[config.mk]
export PLATFORM = sky130hd
export DESIGN_NAME = intr_svc_reg
export DESIGN_NICKNAME = d
export VERILOG_FILES = /design/src/rtl/isr_pkg.sv /design/src/rtl/isr_prio.sv /design/src/rtl/isr_ctrl.sv /design/src/rtl/isr_data.sv /design/src/rtl/intr_svc_reg.sv
export SDC_FILE = /design/constraint.sdc
export NUM_CORES = 1
export LEC_CHECK = 0
export ABC_CLOCK_PERIOD_IN_PS = 1400
export CAP_MARGIN = 15
export CORE_UTILIZATION = 35
export CTS_BUF_LIST = sky130_fd_sc_hd__clkbuf_4 sky130_fd_sc_hd__clkbuf_8
export CTS_CLUSTER_DIAMETER = 60
export DETAILED_ROUTE_END_ITERATION = 7
export HOLD_SLACK_MARGIN = 0.03
export PLACE_DENSITY = 0.87
export SLEW_MARGIN = 5
export SYNTH_ARGS = -nofsm -noshare
export SYNTH_HDL_FRONTEND = slang
export SYNTH_SLANG_ARGS = --single-unit
[constraint.sdc]
create_clock -name clk -period 1.4 [get_ports clk]
set_input_delay 0.28 -clock clk [delete_from_list [all_inputs] [get_ports clk]]
set_output_delay 0.28 -clock clk [all_outputs]
set_load 0.01 [all_outputs]
[src/rtl/isr_pkg.sv]
package isr_pkg;
  localparam int SRC_CNT = 6;
  localparam int OP_W    = 2;
  localparam int GRP_W   = SRC_CNT + OP_W;
  localparam int WORD_W  = 2 * GRP_W;

  typedef logic [SRC_CNT-1:0] srcVec_t;

  // per-source strobes from control to datapath
  typedef struct packed {
    srcVec_t ipSet;
    srcVec_t ipClr;
    srcVec_t iusSet;
    srcVec_t iusClr;
  } isrStrobe_t;

  typedef enum logic [OP_W-1:0] {
    IUS_NOP0 = 2'b00,
    IUS_NOP1 = 2'b01,
    IUS_CLR  = 2'b10,
    IUS_SET  = 2'b11
  } iusOp_e;

  typedef enum logic [OP_W-1:0] {
    IP_NOP     = 2'b00,
    IP_CLRBOTH = 2'b01,
    IP_CLR     = 2'b10,
    IP_SET     = 2'b11
  } ipOp_e;
endpackage

[src/rtl/isr_prio.sv]
module isr_prio
  import isr_pkg::*;
(
  input  srcVec_t ipQ,
  input  srcVec_t iusQ,
  output srcVec_t grant,
  output logic    irq
);
  srcVec_t elig;

  // a source is eligible when pending and nothing at or above it is in service
  always_comb begin
    logic covered;
    covered = 1'b0;
    for (int i = SRC_CNT - 1; i >= 0; i--) begin
      covered = covered | iusQ[i];
      elig[i] = ipQ[i] & ~covered;
    end
  end

  // highest eligible source wins
  always_comb begin
    logic taken;
    taken = 1'b0;
    for (int i = SRC_CNT - 1; i >= 0; i--) begin
      grant[i] = elig[i] & ~taken;
      taken    = taken | elig[i];
    end
  end

  assign irq = |elig;
endmodule

[src/rtl/isr_ctrl.sv]
module isr_ctrl
  import isr_pkg::*;
(
  input  logic              wrEn,
  input  logic [WORD_W-1:0] wrData,
  input  logic              ackPulse,
  input  srcVec_t           grant,
  output isrStrobe_t        strb
);
  iusOp_e  iusOp;
  ipOp_e   ipOp;
  srcVec_t iusMask;
  srcVec_t ipMask;

  assign iusOp   = iusOp_e'(wrData[WORD_W-1 -: OP_W]);
  assign iusMask = wrData[GRP_W +: SRC_CNT];
  assign ipOp    = ipOp_e'(wrData[GRP_W-1 -: OP_W]);
  assign ipMask  = wrData[SRC_CNT-1:0];

  always_comb begin
    strb = '0;
    if (wrEn) begin
      case (iusOp)
        IUS_CLR: strb.iusClr = strb.iusClr | iusMask;
        IUS_SET: strb.iusSet = strb.iusSet | iusMask;
        default: ;
      endcase
      case (ipOp)
        IP_CLRBOTH: begin
          strb.ipClr  = strb.ipClr | ipMask;
          strb.iusClr = strb.iusClr | ipMask;
        end
        IP_CLR:  strb.ipClr = strb.ipClr | ipMask;
        IP_SET:  strb.ipSet = strb.ipSet | ipMask;
        default: ;
      endcase
    end
    if (ackPulse) begin
      strb.iusSet = strb.iusSet | grant;
      strb.ipClr  = strb.ipClr | grant;
    end
  end
endmodule

[src/rtl/isr_data.sv]
module isr_data
  import isr_pkg::*;
(
  input  logic              clk,
  input  logic              rstN,
  input  isrStrobe_t        strb,
  input  srcVec_t           evtIn,
  output srcVec_t           ipQ,
  output srcVec_t           iusQ,
  output logic [WORD_W-1:0] rdData
);
  srcVec_t ipNext;
  srcVec_t iusNext;

  // clears win over sets for in-service; events and sets win over clears for pending
  assign iusNext = (iusQ | strb.iusSet) & ~strb.iusClr;
  assign ipNext  = (ipQ & ~strb.ipClr) | strb.ipSet | evtIn;

  always_ff @(posedge clk or negedge rstN) begin
    if (!rstN) begin
      ipQ  <= '0;
      iusQ <= '0;
    end else begin
      ipQ  <= ipNext;
      iusQ <= iusNext;
    end
  end

  assign rdData = {{OP_W{1'b0}}, iusQ, {OP_W{1'b0}}, ipQ};
endmodule

[src/rtl/intr_svc_reg.sv]
module intr_svc_reg
  import isr_pkg::*;
(
  input  logic              clk,
  input  logic              rstN,
  input  logic              wrEn,
  input  logic [WORD_W-1:0] wrData,
  input  logic [SRC_CNT-1:0] evtIn,
  input  logic              ackPulse,
  output logic [WORD_W-1:0] rdData,
  output logic              irqOut
);
  isrStrobe_t strb;
  srcVec_t    ipQ;
  srcVec_t    iusQ;
  srcVec_t    grant;

  isr_ctrl u_ctrl (
    .wrEn(wrEn), .wrData(wrData), .ackPulse(ackPulse),
    .grant(grant), .strb(strb)
  );

  isr_data u_data (
    .clk(clk), .rstN(rstN), .strb(strb), .evtIn(evtIn),
    .ipQ(ipQ), .iusQ(iusQ), .rdData(rdData)
  );

  isr_prio u_prio (
    .ipQ(ipQ), .iusQ(iusQ), .grant(grant), .irq(irqOut)
  );
endmodule

==> impl_metrics.json, run 1 <==
{
  "ys_ff_latch": 12,
  "arrival_ns": 1.86,
  "drv_slew": 0,
  "num_antenna_cells": 0,
  "via_per_inst": 6.27,
  "antenna_found_initial": 0,
  "numCtsBuffers": 3,
  "clk_path_buf_depth": 2,
  "grt_max_degree": 13,
  "finalNonFillerCells": 187,
  "seq_area_frac_synth": 0.379,
  "vdd_drop_max_mv": 0.472,
  "setup_ws_ns": -0.304,
  "post-route-period-util": 1.22,
  "clk_latency_ns": 0.28,
  "max_cap_violations": 0,
  "crit_required_ns": 1.56,
  "grtUsageMet3": 0.0586,
  "clkTransAtPathRegs_ns": 0.09,
  "port_buffers": 38,
  "crit_path_max_fanout": 4,
  "gp_congestion": 0.911,
  "antenna_left": 0,
  "dieArea_um2": 2460,
  "grt_overflow": 0,
  "start_util": 0.388,
  "syn_to_final_growth_pct": 102,
  "syn-cell-area_um2": 793,
  "fp.coreArea_um2": 2040,
  "first_pass_iters": 5,
  "die_y_um": 49.6,
  "htree_levels": 1,
  "drive_gt1_frac": 0.450,
  "drcViolationCount": 0,
  "rsz0062_at_grt": "true",
  "die_x_um": 49.6,
  "grt_use_met2": 0.529,
  "hp-class": "input pin to asynchronous set/reset pin",
  "rows": 16,
  "yosys_warnings": 0,
  "synth.avg_cell_area_um2": 9.79,
  "cp-end-kind": "register",
  "finClkSkew_ns": 0.00986,
  "placed_cell_area_um2": 1400,
  "status": "complete, but fails checks",
  "finalWirelength_um": 4070,
  "min_period_ns": 1.70,
  "grt.total_usage": 0.317,
  "fmax_mhz": 587,
  "whs_ns": 0.303,
  "start_kind": "register",
  "power.leakage_nw": 0.732,
  "wl_per_cell_um": 21.8,
  "first_iter_violations": 98,
  "violations": "setup timing",
  "final_cell_mix": "buf_4 (37), clkdlybuf4s50_1 (22), dfrtp_1 (11)",
  "ioPinCount": 43,
  "grt_pass1_vias": 1155,
  "place_ws_ns": -0.568,
  "root_buffer": "clkbuf_4",
  "routed-via-count": 1172,
  "grtUsageMet1": 0.380,
  "hold_viol": 0,
  "nNetsFinal": 190,
  "worst-setup-path-type": "register to register",
  "busiest_layer": "met2",
  "setup_viol": 7,
  "synthCells": 81,
  "layout_commonest_cell": "buf_4",
  "clock_sinks": 12,
  "final_area_um2": 1600,
  "cts_tree": "built",
  "dpl.cell_count": 172,
  "power_density_nw_per_um2": 842,
  "place_hpwl_um": 2190,
  "cts_hold_buf": 0,
  "grt_pass1_wl_um": 5730,
  "ys_types": 30
}
-- worst paths after layout --
check	slack, ns	end	cells after the start	start
worst max-delay path	-0.30	u_data.ipQ[0]	4	u_data.iusQ[4]
min in group clk	0.57	u_data.iusQ[5]	3	ackPulse
worst min-delay path	0.30	u_data.ipQ[1]	2	rstN
worst min register to register	0.69	u_data.ipQ[4]	2	u_data.ipQ[4]
max in group asynchronous	0.91	u_data.ipQ[5]	2	rstN
worst max register to register	-0.30	u_data.ipQ[0]	4	u_data.iusQ[4]
-- cells in the mapped netlist (all sizes together) --
cell type	count	area share
a21oi	12	0.076
dfrtp	12	0.38
a22o	6	0.066
a221o	5	0.063
buf	5	0.044
nand2	4	0.019
nor3	4	0.032
a221oi	3	0.033
a22oi	3	0.028
inv	3	0.014
nand2b	3	0.033
nand3	3	0.019
a21boi	2	0.019
clkbuf	2	0.0095
ha	2	0.032
nor2b	2	0.019
nor4	2	0.043
and2	1	0.0079
and2b	1	0.0095
and3	1	0.0079
conb	1	0.0047
nand3b	1	0.0095
nand4b	1	0.011
o21ai	1	0.0063
o31ai	1	0.016
-- flip-flops by register name, indices dropped and copies added (netlist names) --
signal and flops:
u_data.ipQ 6, u_data.iusQ 6
-- metrics by stage --
stage | setup TNS [ns] | util | power (mW)
after global routing | -1.68 | 0.784 | 1.39
after floorplan | 0 | - | 0.615
final | -1.43 | 0.784 | 1.35
after detailed placement | -4.98 | 0.686 | 0.955
after CTS | -0.467 | 0.752 | 1.25
after global placement | -4.41 | 0.686 | 0.933
-- repair_timing --
| item | 4_1_cts | 5_1_grt |
|---|---|---|
| gates resized for setup | 44 | 21 |
| pin swaps | 12 | 6 |
| endpoints found under the setup margin | 22 | 19 |
| buffers inserted | 10 | 5 |
-- kinds of logic (layout without fill, tap and decap cells) --
logic type,Yosys count,count (layout),synth area share
AO/OA/AOI/OAI,33,33,0.308
adder cells (fa/ha/maj),2,2,0.0315
buffers and inverters,10,86,0.0678
flip-flops,12,12,0.379
other,1,4,0.00473
AND/OR/NAND/NOR,23,23,0.210
-- power breakdown --
group	switching, mW	total (mW)	internal (mW)
Clock	0.128	0.228	0.0997
Combinational	0.318	0.684	0.366
Sequential	0.0477	0.437	0.389
-- worst max-delay path, stage by stage (launching register included) --
cell	delay (ns)
dfrtp_1	0.43
buf_6	0.16
nor4_4	0.39
nand4b_1	0.23
a221o_1	0.38
-- final cells by class --
cell class              instances  area [um^2]
flip-flops and latches         12          302
fillers                       118          440
repair buffers                 80          682
multi-input cells              62          551
clock buffers                   3         22.5
well taps                      27         33.8
inverters                       3         11.3
-- routing by layer --
layer  vias up  wire (um)
li1        465          -
met1       541       1460
met2       126       1860
met3        40        472
met4         0        280
met5         -          0
Power figures use the tool's default switching activity.
==> run 2, diff against run 1 <==
- CTS_CLUSTER_DIAMETER: 60 -> 120
==> results of run 2 <==
No change in the layout: final DEF, timing and power equal those of run 1.
